==> src/rtl/mixPkg.sv <==
package mixPkg;

  typedef struct packed {
    logic takeSample;
    logic oscOn;
  } mixStrobe_t;

  // arctan(2^-idx) as a fraction of a full turn, scaled by 2^32
  function automatic longint atanTurn32(input int idx);
    case (idx)
      0:  return 64'd536870912;
      1:  return 64'd316933406;
      2:  return 64'd167458907;
      3:  return 64'd85004756;
      4:  return 64'd42667331;
      5:  return 64'd21354465;
      6:  return 64'd10679838;
      7:  return 64'd5340245;
      8:  return 64'd2670163;
      9:  return 64'd1335087;
      10: return 64'd667544;
      11: return 64'd333772;
      default: return 64'd683565276 >> idx;
    endcase
  endfunction

endpackage

==> src/rtl/mixCordic.sv <==
module mixCordic #(
  parameter int PHASE_W = 16,
  parameter int OSC_W   = 12
) (
  input  logic                    clk,
  input  logic                    rstN,
  input  logic [PHASE_W-1:0]      phaseIn,
  input  logic [OSC_W-2:0]        ampIn,
  output logic signed [OSC_W-1:0] cosOut
);
  import mixPkg::*;

  localparam int GUARD  = 2;
  localparam int ITER   = OSC_W;
  localparam int CW     = OSC_W + GUARD + 1;
  localparam int ZW     = PHASE_W + 1;
  localparam int KSHIFT = 16;
  localparam int KGAIN  = 39797;              // 1/1.64676 in Q16
  localparam int PKW    = OSC_W - 1 + GUARD + KSHIFT;
  localparam logic signed [ZW-1:0] QPOS   = ZW'(1 << (PHASE_W - 2));
  localparam logic signed [ZW-1:0] QNEG   = -QPOS;
  localparam logic signed [CW-1:0] ROUNDC = CW'(1 << (GUARD - 1));
  localparam logic signed [CW-1:0] OMAX   = CW'((1 << (OSC_W - 1)) - 1);
  localparam logic signed [CW-1:0] OMIN   = -OMAX;
  localparam longint HALFLSB = 64'sd1 <<< (31 - PHASE_W);

  logic signed [CW-1:0] xS [ITER+1];
  logic signed [CW-1:0] yS [ITER+1];
  logic signed [ZW-1:0] zS [ITER];
  logic                 negS [ITER+1];

  // quadrant fold: the second and third quadrants get a half turn and a sign flip
  logic [1:0]           quad;
  logic                 flip;
  logic [PHASE_W-1:0]   rot;
  logic [PKW-1:0]       prodK;
  logic signed [CW-1:0] xInit;

  always_comb begin
    quad  = phaseIn[PHASE_W-1:PHASE_W-2];
    flip  = (quad == 2'b01) || (quad == 2'b10);
    rot   = flip ? {~phaseIn[PHASE_W-1], phaseIn[PHASE_W-2:0]} : phaseIn;
    prodK = (PKW'(ampIn) << GUARD) * PKW'(KGAIN);
    xInit = CW'(prodK >> KSHIFT);
  end

  always_ff @(posedge clk) begin
    if (!rstN) begin
      xS[0]   <= '0;
      yS[0]   <= '0;
      zS[0]   <= '0;
      negS[0] <= 1'b0;
    end else begin
      xS[0]   <= xInit;
      yS[0]   <= '0;
      zS[0]   <= {rot[PHASE_W-1], rot};
      negS[0] <= flip;
    end
  end

  for (genvar i = 0; i < ITER; i++) begin : g_stage
    localparam longint ANGW = (atanTurn32(i) + HALFLSB) >> (32 - PHASE_W);
    localparam logic signed [ZW-1:0] ANG = ZW'(ANGW);

    always_ff @(posedge clk) begin
      if (!rstN) begin
        xS[i+1]   <= '0;
        yS[i+1]   <= '0;
        negS[i+1] <= 1'b0;
      end else begin
        negS[i+1] <= negS[i];
        if (!zS[i][ZW-1]) begin
          xS[i+1] <= xS[i] - (yS[i] >>> i);
          yS[i+1] <= yS[i] + (xS[i] >>> i);
        end else begin
          xS[i+1] <= xS[i] + (yS[i] >>> i);
          yS[i+1] <= yS[i] - (xS[i] >>> i);
        end
      end
    end

    if (i < ITER - 1) begin : g_z
      always_ff @(posedge clk) begin
        if (!rstN) zS[i+1] <= '0;
        else       zS[i+1] <= zS[i][ZW-1] ? zS[i] + ANG : zS[i] - ANG;
      end
    end
  end

  logic signed [CW-1:0] xRnd, xSgn, oscNext;
  always_comb begin
    xRnd = (xS[ITER] + ROUNDC) >>> GUARD;
    xSgn = negS[ITER] ? -xRnd : xRnd;
    if (xSgn > OMAX)      oscNext = OMAX;
    else if (xSgn < OMIN) oscNext = OMIN;
    else                  oscNext = xSgn;
  end

  always_ff @(posedge clk) begin
    if (!rstN) cosOut <= '0;
    else       cosOut <= oscNext[OSC_W-1:0];
  end

  // the folded angle entering the rotator stays within a quarter turn
  assert_fold_range_R8: assert property (@(posedge clk) disable iff (!rstN)
    (zS[0] <= QPOS) && (zS[0] >= QNEG));

endmodule

==> src/rtl/mixCtrl.sv <==
module mixCtrl #(
  parameter int PHASE_W = 16
) (
  input  logic                clk,
  input  logic                rstN,
  input  logic                enable,
  input  logic [PHASE_W-1:0]  freqWord,
  input  logic                sampleValid,
  output logic [PHASE_W-1:0]  phaseAcc,
  output mixPkg::mixStrobe_t  strobe
);
  import mixPkg::*;

  always_comb begin
    strobe.takeSample = sampleValid;
    strobe.oscOn      = enable;
  end

  always_ff @(posedge clk) begin
    if (!rstN)       phaseAcc <= '0;
    else if (enable) phaseAcc <= phaseAcc + freqWord;
  end

  // phase frozen while the oscillator is off
  assert_phase_hold_R7: assert property (@(posedge clk) disable iff (!rstN)
    !enable |=> phaseAcc == $past(phaseAcc));

endmodule

==> src/rtl/mixDatapath.sv <==
module mixDatapath #(
  parameter int PHASE_W = 16,
  parameter int DATA_W  = 12,
  parameter int OSC_W   = 12
) (
  input  logic                     clk,
  input  logic                     rstN,
  input  mixPkg::mixStrobe_t       strobe,
  input  logic [PHASE_W-1:0]       phaseAcc,
  input  logic [OSC_W-2:0]         ampWord,
  input  logic signed [DATA_W-1:0] sampleIn,
  output logic signed [DATA_W-1:0] mixOut
);
  import mixPkg::*;

  localparam int PW = DATA_W + OSC_W;

  logic signed [OSC_W-1:0]  oscVal;
  logic signed [DATA_W-1:0] sampleReg;
  logic signed [PW-1:0]     prodReg;

  mixCordic #(.PHASE_W(PHASE_W), .OSC_W(OSC_W)) u_cordic (
    .clk     (clk),
    .rstN    (rstN),
    .phaseIn (phaseAcc),
    .ampIn   (ampWord),
    .cosOut  (oscVal)
  );

  always_ff @(posedge clk) begin
    if (!rstN) begin
      sampleReg <= '0;
      prodReg   <= '0;
      mixOut    <= '0;
    end else begin
      if (strobe.takeSample) sampleReg <= sampleIn;
      prodReg <= sampleReg * oscVal;
      mixOut  <= strobe.oscOn ? DATA_W'(prodReg >>> (OSC_W - 1)) : '0;
    end
  end

  // the held sample only moves on a strobe
  assert_sample_hold_R4: assert property (@(posedge clk) disable iff (!rstN)
    !strobe.takeSample |=> $stable(sampleReg));

  // output silenced one edge after the enable drops
  assert_zero_when_off_R6: assert property (@(posedge clk) disable iff (!rstN)
    !strobe.oscOn |=> mixOut == '0);

endmodule

==> src/rtl/ncoMixer.sv <==
module ncoMixer #(
  parameter int PHASE_W = 16,
  parameter int DATA_W  = 12,
  parameter int OSC_W   = 12
) (
  input  logic                     clk,
  input  logic                     rstN,
  input  logic                     enable,
  input  logic [PHASE_W-1:0]       freqWord,
  input  logic [OSC_W-2:0]         ampWord,
  input  logic signed [DATA_W-1:0] sampleIn,
  input  logic                     sampleValid,
  output logic signed [DATA_W-1:0] mixOut
);
  import mixPkg::*;

  mixStrobe_t         strobe;
  logic [PHASE_W-1:0] phaseAcc;

  mixCtrl #(.PHASE_W(PHASE_W)) u_ctrl (
    .clk         (clk),
    .rstN        (rstN),
    .enable      (enable),
    .freqWord    (freqWord),
    .sampleValid (sampleValid),
    .phaseAcc    (phaseAcc),
    .strobe      (strobe)
  );

  mixDatapath #(.PHASE_W(PHASE_W), .DATA_W(DATA_W), .OSC_W(OSC_W)) u_dp (
    .clk      (clk),
    .rstN     (rstN),
    .strobe   (strobe),
    .phaseAcc (phaseAcc),
    .ampWord  (ampWord),
    .sampleIn (sampleIn),
    .mixOut   (mixOut)
  );

  // output quiet whenever reset was applied on the previous edge
  assert_reset_quiet_R9: assert property (@(posedge clk)
    !rstN |=> mixOut == '0);

endmodule

==> config.mk <==
export PLATFORM = sky130hd
export DESIGN_NAME = ncoMixer
export DESIGN_NICKNAME = d
export VERILOG_FILES = /design/src/rtl/mixPkg.sv /design/src/rtl/mixCordic.sv /design/src/rtl/mixCtrl.sv /design/src/rtl/mixDatapath.sv /design/src/rtl/ncoMixer.sv
export SDC_FILE = /design/constraint.sdc
export NUM_CORES = 2
export LEC_CHECK = 0
export CELL_PAD_IN_SITES_DETAIL_PLACEMENT = 0
export CELL_PAD_IN_SITES_GLOBAL_PLACEMENT = 1
export CORE_MARGIN = 8
export CORE_UTILIZATION = 50
export DETAILED_ROUTE_END_ITERATION = 8
export PLACE_DENSITY = 0.89
export SYNTH_ARGS = -nofsm -noshare
export SYNTH_HDL_FRONTEND = slang
export SYNTH_SLANG_ARGS = --single-unit
==> constraint.sdc <==
create_clock -name clk -period 6.93 [get_ports clk]
set_clock_uncertainty 0.1 [all_clocks]
set_input_delay 1.386 -clock clk [delete_from_list [all_inputs] [get_ports clk]]
set_output_delay 1.386 -clock clk [all_outputs]
set_load 0.05 [all_outputs]
==> qor.txt <==
CTS Root Cell = clkbuf_16
Max_slew headroom = 24.1%
Final period util = 92.8%
Reg-to-Reg Start = u_dp.sampleReg[11]$_SDFFE_PN0P_
Number of global-route vias before repair = 43900
Overflow after GRT = 0
Async S/R FF share, synth = 0%
Cell count after synthesis = 6476
Area Overhead vs Synth = 10.3%
Die height = 354 um
WL met1 = 55900 um
Post-CTS setup buffer count = 0
DRC viols = 0
Sum of net half-perimeters after detailed placement = 95100 um
Multi-input logic area = 39300 um2
Slowest cell on crit path = fa_1
Wirelength, routed = 123000 um
Initial antenna violation count = 0
Post-cts sizing count = 0
CP Capture Point = u_dp.u_cordic.xS[0][12]$_SDFF_PN0_
Pin count of the biggest net entering global routing = 205
GPL Wtd Cong = 0.862
Worst VDD drop = 211 uV
Main synth FF type = edfxtp_1
Global-route wire length before repair = 208000 um
Worst r2r path cells = 22
CTS Buffer Depth = 3
Pleak = 29.2 nW
Post-Syn Area per Cell = 8.82 um2
Row cnt = 124
Max Used Layer = met4
Final Hold Fails = 0
EDFF count, synth = 330
Post-Place Cell Area = 60400 um2
Reg clk slew, reported paths = 60 ps
Worst Setup Path Type = primary input to register
Iter 0 DRT Violations = 2398
Cts-stage hold buffer count = 0
WP data required = 7360 ps
DRT antenna net count = 0
Setup Viol. Count Final = 0
Overall Global Routing Usage = 19.2%
Area occupied by registers = 15400 um2
Pwr Total = 31.1 mW
# fillers = 10400
PwrDens = 494 nW/um2
Finished Core Util = 55.3%
Critical path capture point type = register
H-Tree Depth = 3
Synth Register Bits = 604
R2R Setup Slk = 910 ps
Cell mode on critical path = fa_1
Crit start category = primary input
Worst Hold Class = register to register
Core Region = 114000 um2
CTS sink count = 604
RSZ-0062 raised after global routing = false
Crit-path cells = clkdlybuf4s50_1, inv_1, fa_1, fa_1, inv_1, fa_1, fa_1, inv_1, fa_1, inv_1, ha_1, nand2_1, o21ai_0, a2111oi_0, buf_4, nor4b_1, o2111ai_1, a21boi_1, o21ai_0, nand2b_1, a21oi_1, mux2i_1
Buffers on Ports = 54
CP startpoint = ampWord[5]
Die width = 354 um
Cts bufs inserted = 77
Worst slew pin tran = 1140 ps
Worst r2r dst = u_dp.prodReg[22]$_SDFF_PN0_
Syn Std Cell Area = 57100 um2
CTS tree = yes
# diodes = 0
Crit Path Max Fanout = 3
Max-cap violations = 0
Vias/cell = 5.32
Metal2 WL = 59900 um
# nets final = 7892
Pre-antenna DRT Iters = 5
Dpl cells = 8205
Status = finished, final reports clean
FMAX = 155 MHz
YS warnings = 0
Critical Path AT = 6860 ps
Layout cell share with drive strength beyond 1 = 3.69%
Post-synthesis sequential area ratio = 27.0%
Vias = 44400
Pins over their slew limit = 0
Wirelength per Cell = 14.7 um
I/O pins = 55
Met3 WL = 4090 um
CP peak stage delay = 550 ps
Synth unique cells = 83
Final std cells w/o fill = 8347
Fin crit period = 6430 ps
Initial core utilization = 50.2%
Worst-Skew Late Latency = 650 ps
Post-route cell area = 63000 um2
Die ar. = 125000 um2
-- Yosys cell counts (52+ instances only) --
cell / number / area, um2
a211oi_1: 82 / 616
a21o_1: 117 / 878
a21oi_1: 449 / 2250
a31oi_1: 61 / 382
and2_1: 144 / 901
and3_1: 52 / 325
clkbuf_1: 192 / 721
dfxtp_1: 274 / 5490
edfxtp_1: 330 / 9910
fa_1: 242 / 4840
ha_1: 835 / 10400
inv_1: 735 / 2760
mux2i_1: 90 / 901
nand2_1: 310 / 1160
nand2b_1: 81 / 507
nand3_1: 64 / 320
nor2_1: 740 / 2780
nor2b_1: 92 / 576
nor3_1: 222 / 1110
o21a_1: 52 / 390
o21ai_0: 269 / 1350
o21bai_1: 68 / 510
o31ai_1: 67 / 503
or3_1: 54 / 338
xnor2_1: 265 / 2320
xor2_1: 152 / 1330
-- per-layer routing --
layer / track usage [%] / vias to the layer above
met5: 0 / -
met4: 5.28 / 0
met3: 2.37 / 196
met2: 34.5 / 634
met1: 24.2 / 21000
li1: - / 22600
-- placed cells by master (no fill, tap or decap), types with 64 or more instances in the layout --
cell       netlist  final
mux2i_1         90     90
nand2b_1        81     81
nor3_1         222    222
a21oi_1        449    449
clkbuf_16        0     81
nor2b_1         92     92
xnor2_1        265    265
a211oi_1        82     82
and2_1         144    144
nand2_1        310    310
fa_1           242    242
o31ai_1         67     67
o21ai_0        269    269
a21o_1         117    117
o21bai_1        68     68
edfxtp_1       330    330
nand3_1         64     64
dfxtp_1        274    272
conb_1           1    330
ha_1           835    835
inv_1          735    735
nor2_1         740    740
xor2_1         152    152
-- registers in the layout, summed over array words and instances (netlist names) --
name	flops
u_ctrl.phaseAcc	16
u_dp.mixOut	12
u_dp.prodReg	12
u_dp.sampleReg	12
u_dp.u_cordic.cosOut	12
u_dp.u_cordic.negS	13
u_dp.u_cordic.xS	189
u_dp.u_cordic.yS	154
u_dp.u_cordic.zS	184
-- worst max-delay path: cells and delay by family --
family	cells	cell delay, ps
buffers and inverters	6	870
AO/OA/AOI/OAI	6	1020
adder cells (fa/ha/maj)	6	2800
AND/OR/NAND/NOR	3	660
multiplexers	1	120
-- per-stage QoR --
step,TNS [ps],setup slack (ps),hold slack (ps)
2_1_floorplan,0,712,312
3_3_place_gp,-642,-223,314
3_5_place_dp,-721,-223,318
4_1_cts,0,446,331
5_1_grt,0,57.6,332
6_report,0,498,324
-- report_power, final --
group / switching (mW) / internal (mW)
sequential: 1.34 / 5.48
clock: 1.69 / 2.41
combinational: 11.3 / 8.90
-- cell families (layout without fill, tap and decap cells) --
group / Yosys count / after routing / synth area share [%]
DFF: 604 / 604 / 27.0
AOI/OAI and AO/OA: 1428 / 1428 / 16.0
other: 1 / 330 / 0.00656
buffers and inverters: 960 / 990 / 6.35
muxes: 96 / 96 / 1.70
xor gates and xnor gates: 417 / 417 / 6.39
and+or+nand+nor: 1893 / 1893 / 15.8
adders and majority gates: 1077 / 1077 / 26.8
-- how the worst min path moves through the flow --
stage	endpoint	start	slack (ps)	cells after the start
5_1_grt	u_dp.u_cordic.negS[5]$_DFF_P_	u_dp.u_cordic.negS[4]$_DFF_P_	330	1
3_3_place_gp	u_dp.u_cordic.negS[7]$_DFF_P_	u_dp.u_cordic.negS[6]$_DFF_P_	310	1
3_5_place_dp	u_dp.u_cordic.negS[9]$_DFF_P_	u_dp.u_cordic.negS[8]$_DFF_P_	320	1
6_report	u_dp.u_cordic.negS[5]$_DFF_P_	u_dp.u_cordic.negS[4]$_DFF_P_	320	1
4_1_cts	u_dp.u_cordic.negS[5]$_DFF_P_	u_dp.u_cordic.negS[4]$_DFF_P_	330	1
2_1_floorplan	u_dp.u_cordic.negS[10]$_DFF_P_	u_dp.u_cordic.negS[9]$_DFF_P_	310	1
-- layout make-up --
| type | count | share of cell area (%) |
|---|---|---|
| Clock buffer | 109 | 3.61 |
| Inverter | 738 | 4.41 |
| Sequential cell | 604 | 24.4 |
| Clock inverter | 33 | 0.566 |
| Timing Repair Buffer | 110 | 1.55 |
| Multi-Input combinational cell | 5241 | 62.4 |
| Tap cell | 1512 | 3.00 |
Power figures use the tool's default switching activity.
